$ cat config.mk
export PLATFORM = sky130hd
export DESIGN_NAME = dbg_halt_ctrl
export DESIGN_NICKNAME = d
export VERILOG_FILES = /design/src/rtl/dhc_pkg.sv /design/src/rtl/dhc_pin_sync.sv /design/src/rtl/dhc_exc_gate.sv /design/src/rtl/dhc_fsm.sv /design/src/rtl/dbg_halt_ctrl.sv
export SDC_FILE = /design/constraint.sdc
export NUM_CORES = 1
export LEC_CHECK = 0
export BUFFER_PORTS_ARGS = -buffer_cell sky130_fd_sc_hd__clkbuf_2
export CORE_AREA = 2 2 39 41
export CTS_CLUSTER_DIAMETER = 60
export DETAILED_ROUTE_END_ITERATION = 12
export DIE_AREA = 0 0 41 43
export PLACE_DENSITY = 0.54
export SLEW_MARGIN = 20
export SYNTH_ARGS = -nofsm -noshare
export SYNTH_HDL_FRONTEND = slang
export SYNTH_SLANG_ARGS = --single-unit
$ cat constraint.sdc
create_clock -name clk -period 1.5 [get_ports clk]
set_clock_uncertainty 0.15 [all_clocks]
set_input_delay 0.15 -clock clk [delete_from_list [all_inputs] [get_ports clk]]
set_output_delay 0.15 -clock clk [all_outputs]
set_load 0.1 [all_outputs]
$ cat src/rtl/dhc_pkg.sv
package dhc_pkg;

    typedef enum logic [2:0] {
        ST_RUN      = 3'd0,
        ST_WAIT_BND = 3'd1,
        ST_HALT_TAP = 3'd2,
        ST_HALT_PIN = 3'd3,
        ST_HALT_DBG = 3'd4
    } dhc_state_e;

    function automatic logic dhc_is_halted(dhc_state_e s);
        return (s == ST_HALT_TAP) || (s == ST_HALT_PIN) || (s == ST_HALT_DBG);
    endfunction

    function automatic logic dhc_soft_exit(dhc_state_e s);
        return (s == ST_HALT_TAP) || (s == ST_HALT_DBG);
    endfunction

endpackage

$ cat src/rtl/dhc_pin_sync.sv
module dhc_pin_sync #(
    parameter int STAGES = 2
) (
    input  logic clk,
    input  logic rst_n,
    input  logic pin_i,
    output logic level_o,
    output logic fall_o,
    output logic rise_o
);
    logic [STAGES-1:0] chain_q;
    logic              prev_q;

    generate
        for (genvar g = 0; g < STAGES; g++) begin : g_stage
            if (g == 0) begin : g_first
                always_ff @(posedge clk or negedge rst_n) begin
                    if (!rst_n) chain_q[0] <= 1'b1;
                    else        chain_q[0] <= pin_i;
                end
            end else begin : g_next
                always_ff @(posedge clk or negedge rst_n) begin
                    if (!rst_n) chain_q[g] <= 1'b1;
                    else        chain_q[g] <= chain_q[g-1];
                end
            end
        end
    endgenerate

    always_ff @(posedge clk or negedge rst_n) begin
        if (!rst_n) prev_q <= 1'b1;
        else        prev_q <= chain_q[STAGES-1];
    end

    assign level_o = chain_q[STAGES-1];
    assign fall_o  = prev_q & ~chain_q[STAGES-1];
    assign rise_o  = ~prev_q & chain_q[STAGES-1];
endmodule

$ cat src/rtl/dhc_exc_gate.sv
module dhc_exc_gate #(
    parameter int N_SRC = 5
) (
    input  logic [N_SRC-1:0] src_i,
    input  logic             enable_i,
    input  logic             halted_i,
    output logic             halt_hit_o,
    output logic             handler_req_o
);
    logic any_src;

    assign any_src       = |src_i;
    assign halt_hit_o    = any_src & enable_i & ~halted_i;
    assign handler_req_o = any_src & ~enable_i & ~halted_i;
endmodule

$ cat src/rtl/dhc_fsm.sv
module dhc_fsm
    import dhc_pkg::*;
(
    input  logic       clk,
    input  logic       rst_n,
    input  logic       tap_begin_i,
    input  logic       tap_end_i,
    input  logic       boundary_i,
    input  logic       pin_low_i,
    input  logic       pin_fall_i,
    input  logic       pin_rise_i,
    input  logic       exc_hit_i,
    output dhc_state_e state_o,
    output logic       halt_ready_o,
    output logic       fetch_stall_o,
    output logic       irq_hold_o
);
    dhc_state_e state_q, state_d;
    logic       armed_q, armed_d;

    always_comb begin
        state_d = state_q;
        unique case (state_q)
            ST_RUN: begin
                if (pin_low_i)        state_d = ST_HALT_PIN;
                else if (exc_hit_i)   state_d = ST_HALT_DBG;
                else if (tap_begin_i) state_d = ST_WAIT_BND;
            end
            ST_WAIT_BND: begin
                if (pin_low_i)        state_d = ST_HALT_PIN;
                else if (exc_hit_i)   state_d = ST_HALT_DBG;
                else if (boundary_i)  state_d = ST_HALT_TAP;
            end
            ST_HALT_TAP, ST_HALT_DBG: begin
                if (tap_end_i || (pin_rise_i && armed_q)) state_d = ST_RUN;
            end
            ST_HALT_PIN: begin
                if (!pin_low_i)       state_d = ST_RUN;
            end
            default:                  state_d = ST_RUN;
        endcase
    end

    always_comb begin
        if (dhc_soft_exit(state_q) && dhc_soft_exit(state_d))
            armed_d = armed_q | pin_fall_i;
        else
            armed_d = 1'b0;
    end

    always_ff @(posedge clk or negedge rst_n) begin
        if (!rst_n) begin
            state_q <= ST_RUN;
            armed_q <= 1'b0;
        end else begin
            state_q <= state_d;
            armed_q <= armed_d;
        end
    end

    always_comb begin
        halt_ready_o  = 1'b0;
        fetch_stall_o = 1'b0;
        irq_hold_o    = 1'b0;
        unique case (state_q)
            ST_RUN: ;
            ST_WAIT_BND: fetch_stall_o = 1'b1;
            ST_HALT_TAP, ST_HALT_PIN, ST_HALT_DBG: begin
                halt_ready_o  = 1'b1;
                fetch_stall_o = 1'b1;
                irq_hold_o    = 1'b1;
            end
            default: ;
        endcase
    end

    assign state_o = state_q;
endmodule

$ cat src/rtl/dbg_halt_ctrl.sv
module dbg_halt_ctrl
    import dhc_pkg::*;
#(
    parameter int N_EXC_SRC   = 5,
    parameter int SYNC_STAGES = 2
) (
    input  logic                 clk,
    input  logic                 rst_n,
    input  logic                 tap_begin_i,
    input  logic                 tap_end_i,
    input  logic                 run_stop_n_i,
    input  logic                 insn_boundary_i,
    input  logic                 halt_on_exc_i,
    input  logic [N_EXC_SRC-1:0] dbg_exc_i,
    output logic                 halt_ready_o,
    output logic                 fetch_stall_o,
    output logic                 irq_hold_o,
    output logic                 exc_handler_req_o
);
    dhc_state_e state_q;
    logic       pin_level, pin_fall, pin_rise;
    logic       exc_hit;

    dhc_pin_sync #(.STAGES(SYNC_STAGES)) u_sync (
        .clk     (clk),
        .rst_n   (rst_n),
        .pin_i   (run_stop_n_i),
        .level_o (pin_level),
        .fall_o  (pin_fall),
        .rise_o  (pin_rise)
    );

    dhc_exc_gate #(.N_SRC(N_EXC_SRC)) u_gate (
        .src_i         (dbg_exc_i),
        .enable_i      (halt_on_exc_i),
        .halted_i      (irq_hold_o),
        .halt_hit_o    (exc_hit),
        .handler_req_o (exc_handler_req_o)
    );

    dhc_fsm u_fsm (
        .clk           (clk),
        .rst_n         (rst_n),
        .tap_begin_i   (tap_begin_i),
        .tap_end_i     (tap_end_i),
        .boundary_i    (insn_boundary_i),
        .pin_low_i     (~pin_level),
        .pin_fall_i    (pin_fall),
        .pin_rise_i    (pin_rise),
        .exc_hit_i     (exc_hit),
        .state_o       (state_q),
        .halt_ready_o  (halt_ready_o),
        .fetch_stall_o (fetch_stall_o),
        .irq_hold_o    (irq_hold_o)
    );
endmodule

==> qor.csv <==
metric,value,unit
p_leak,0.304,nW
clk_latency,0.24,ns
io_pins,16,
multi_input_area,220,sq um
fmax,0.621,GHz
drt_pre_antenna_iters,2,
tightest_slew,0.286,ns
cts_tree,built,
r2r_slack,0.06,ns
setup.worst_path.end_class,output port,
netlist_instances,36,
drt-initial-drc-count,5,
hold-path-cell-count,2,
fin_setup_tns,-0.279,ns
n_fill_cell,135,
clockBufferDepth,2,
grt_max_degree,8,
synth_nets,48,
fin_crit_sh,107,%
clockRootBuffer,clkbuf_4,
diodes,0,
via_per_inst,4.40,
arrival,1.31,ns
hold_end,u_fsm.state_o[1],
synth_seq_area_share,48.0,%
grt_pass1_wl,1390,um
hold_viol_final,0,
reg2reg_depth,4,
crit_fanout,4,
place_congestion,0.778,
netlist_area,373,sq um
ff_latch_area,179,sq um
rows,14,
initial_core_util,26.9,%
drive_gt1_share,59.4,%
die_w,41,um
worstSetupStartpointType,flip-flop,
hp-start,insn_boundary_i,
port_buffers,15,
grt_overflow,0,
die_area,0.00176,sq mm
crit_path_cell_trace,"nor2_2, mux2_4, nor3_4, buf_12",
cp_slowest_cell,dfrtp_1,
syn_area_per_cell,10.4,sq um
grtUsageTotal,12.0,%
hp-class,in2reg,
nets,77,
rr_endpoint,u_fsm.armed_q,
violations,negative setup slack,
setup_ws,-0.110,ns
routedWlPerCell,10.4,um
rsz0062_at_grt,yes,
whs,0.0351,ns
critPathKind,reg2out,
vias,352,
htreeDepth,1,
timing.rr.start,u_sync.level_o,
max_slew_margin,80.7,%
first_global_vias,370,
vdd_ir_drop_max,0.000837,V
maxCapViolations,0,
finalWirelength,835,um
ys_ff_latch,7,
status,"finished, violations left",
cts.clk_slew.worst_paths,0.05,ns
cts_sinks,7,
ys_types,21,
cts_made_buffers,3,
cp_data_required_time,1.20,ns
min_period,1.61,ns
pre_cts_slack,-0.0348,ns
slew_viol_final,0,
drc,0,
setup_viol,4,
p_per_area,2510,mW/mm^2
core,0.00138,sq mm
antenna_found_initial,0,
yosysWarnings,0,
postRouteAntennaNets,0,
die-height,43,um
area_growth,81.9,%
crit_path_max_incr_delay,0.39,ns
routing by layer:
metal	GRT usage [%]	vias up	part of all wire, %
li1	-	182	-
met1	13.0	163	40
met2	20.0	7	57
met3	1.57	0	3.4
met4	8.00	0	0
met5	0	-	0
stage by stage:
| step | cell area (sq um) | util, % | total power [mW] | std cells |
|---|---|---|---|---|
| 3_3_place_gp | 592 | 42.8 | 1.46 | 72 |
| 6_report | 678 | 49.0 | 1.70 | 80 |
| 3_5_place_dp | 592 | 42.8 | 1.47 | 72 |
| 4_1_cts | 678 | 49.0 | 1.73 | 80 |
| 5_1_grt | 678 | 49.0 | 1.79 | 80 |
| 2_1_floorplan | 405 | - | 1.04 | 36 |
worst max-delay path: cells and delay by family, from the launching register on:
family        cells  cell delay [ns]
mux               1             0.27
simple gates      2             0.20
buf+inv           1             0.20
flops             1             0.39
state kept, by name, indices dropped and copies added (netlist names):
signal and flops:
u_sync.level_o 1, u_fsm.armed_q 1, u_sync.chain_q 1, u_fsm.state_o 3, u_sync.prev_q 1
power by group:
part / total (mW) / switching [mW] / internal, mW
logic: 1.27 / 0.742 / 0.529
clock network: 0.164 / 0.0632 / 0.101
registers: 0.268 / 0.0339 / 0.234
total: 1.70 / 0.839 / 0.865
worst max-delay path by stage:
stage / slack [ns] / cells past startpoint / endpoint / startpoint
finish: -0.11 / 4 / exc_handler_req_o / u_fsm.state_o[1]
floorplan: -0.60 / 3 / exc_handler_req_o / u_fsm.state_o[2]
global route: -0.17 / 4 / exc_handler_req_o / u_fsm.state_o[1]
CTS: -0.18 / 4 / exc_handler_req_o / u_fsm.state_o[1]
global placement: 0.0001 / 4 / u_fsm.armed_q / u_sync.level_o
detailed placement: -0.03 / 4 / u_fsm.armed_q / u_sync.level_o
cell usage in the layout (no fill, tap or decap), drive strengths merged:
master / instances
inv: 2
clkbuf: 15
nand2: 1
buf: 12
a41o: 1
dlygate4sd3: 3
o311ai: 1
nor2b: 1
dfstp: 3
nand2b: 2
a21oi: 3
mux2: 1
o21ai: 2
nor2: 5
dfrtp: 4
a221oi: 1
or4: 1
o22ai: 1
xnor2: 2
o21a: 1
nor3: 2
Yosys cell counts, drive strengths merged:
library cell	instances	area share, %
a21oi	3	4.0
a221oi	1	2.3
a41o	1	2.7
buf	1	2.0
clkbuf	1	1.0
dfrtp	4	27
dfstp	3	21
inv	2	2.0
mux2	1	3.0
nand2	1	1.0
nand2b	2	3.4
nor2	5	5.0
nor2b	1	1.7
nor3	2	2.7
o21a	1	2.0
o21ai	2	5.7
o22ai	1	3.4
o311ai	1	2.3
or4	1	3.0
xnor2	2	4.7
what timing repair did:
item / 4_1_cts / 5_1_grt
gates cloned: 0 / 0
hold endpoints to repair: 9 / 0
setup buffers: 2 / 0
pin swaps: 1 / 1
hold buffers: 3 / 0
setup endpoints to repair: 5 / 6
gates resized for setup: 5 / 0
cell type report:
| class | count | share of cell area [%] |
|---|---|---|
| flip-flops and latches | 7 | 26.4 |
| clock buffers | 4 | 3.87 |
| repair buffers | 26 | 33.2 |
| multi-input cells | 25 | 32.5 |
| inverters | 2 | 1.11 |
| well taps | 16 | 2.95 |
logic make-up after synthesis:
| logic type | synth area share [%] |
|---|---|
| xor gates and xnor gates | 4.70 |
| muxes | 3.02 |
| AOI/OAI and AO/OA | 22.5 |
| and+or+nand+nor | 16.8 |
| DFF | 48.0 |
| buffers and inverters | 5.03 |
Power figures use the tool's default switching activity.
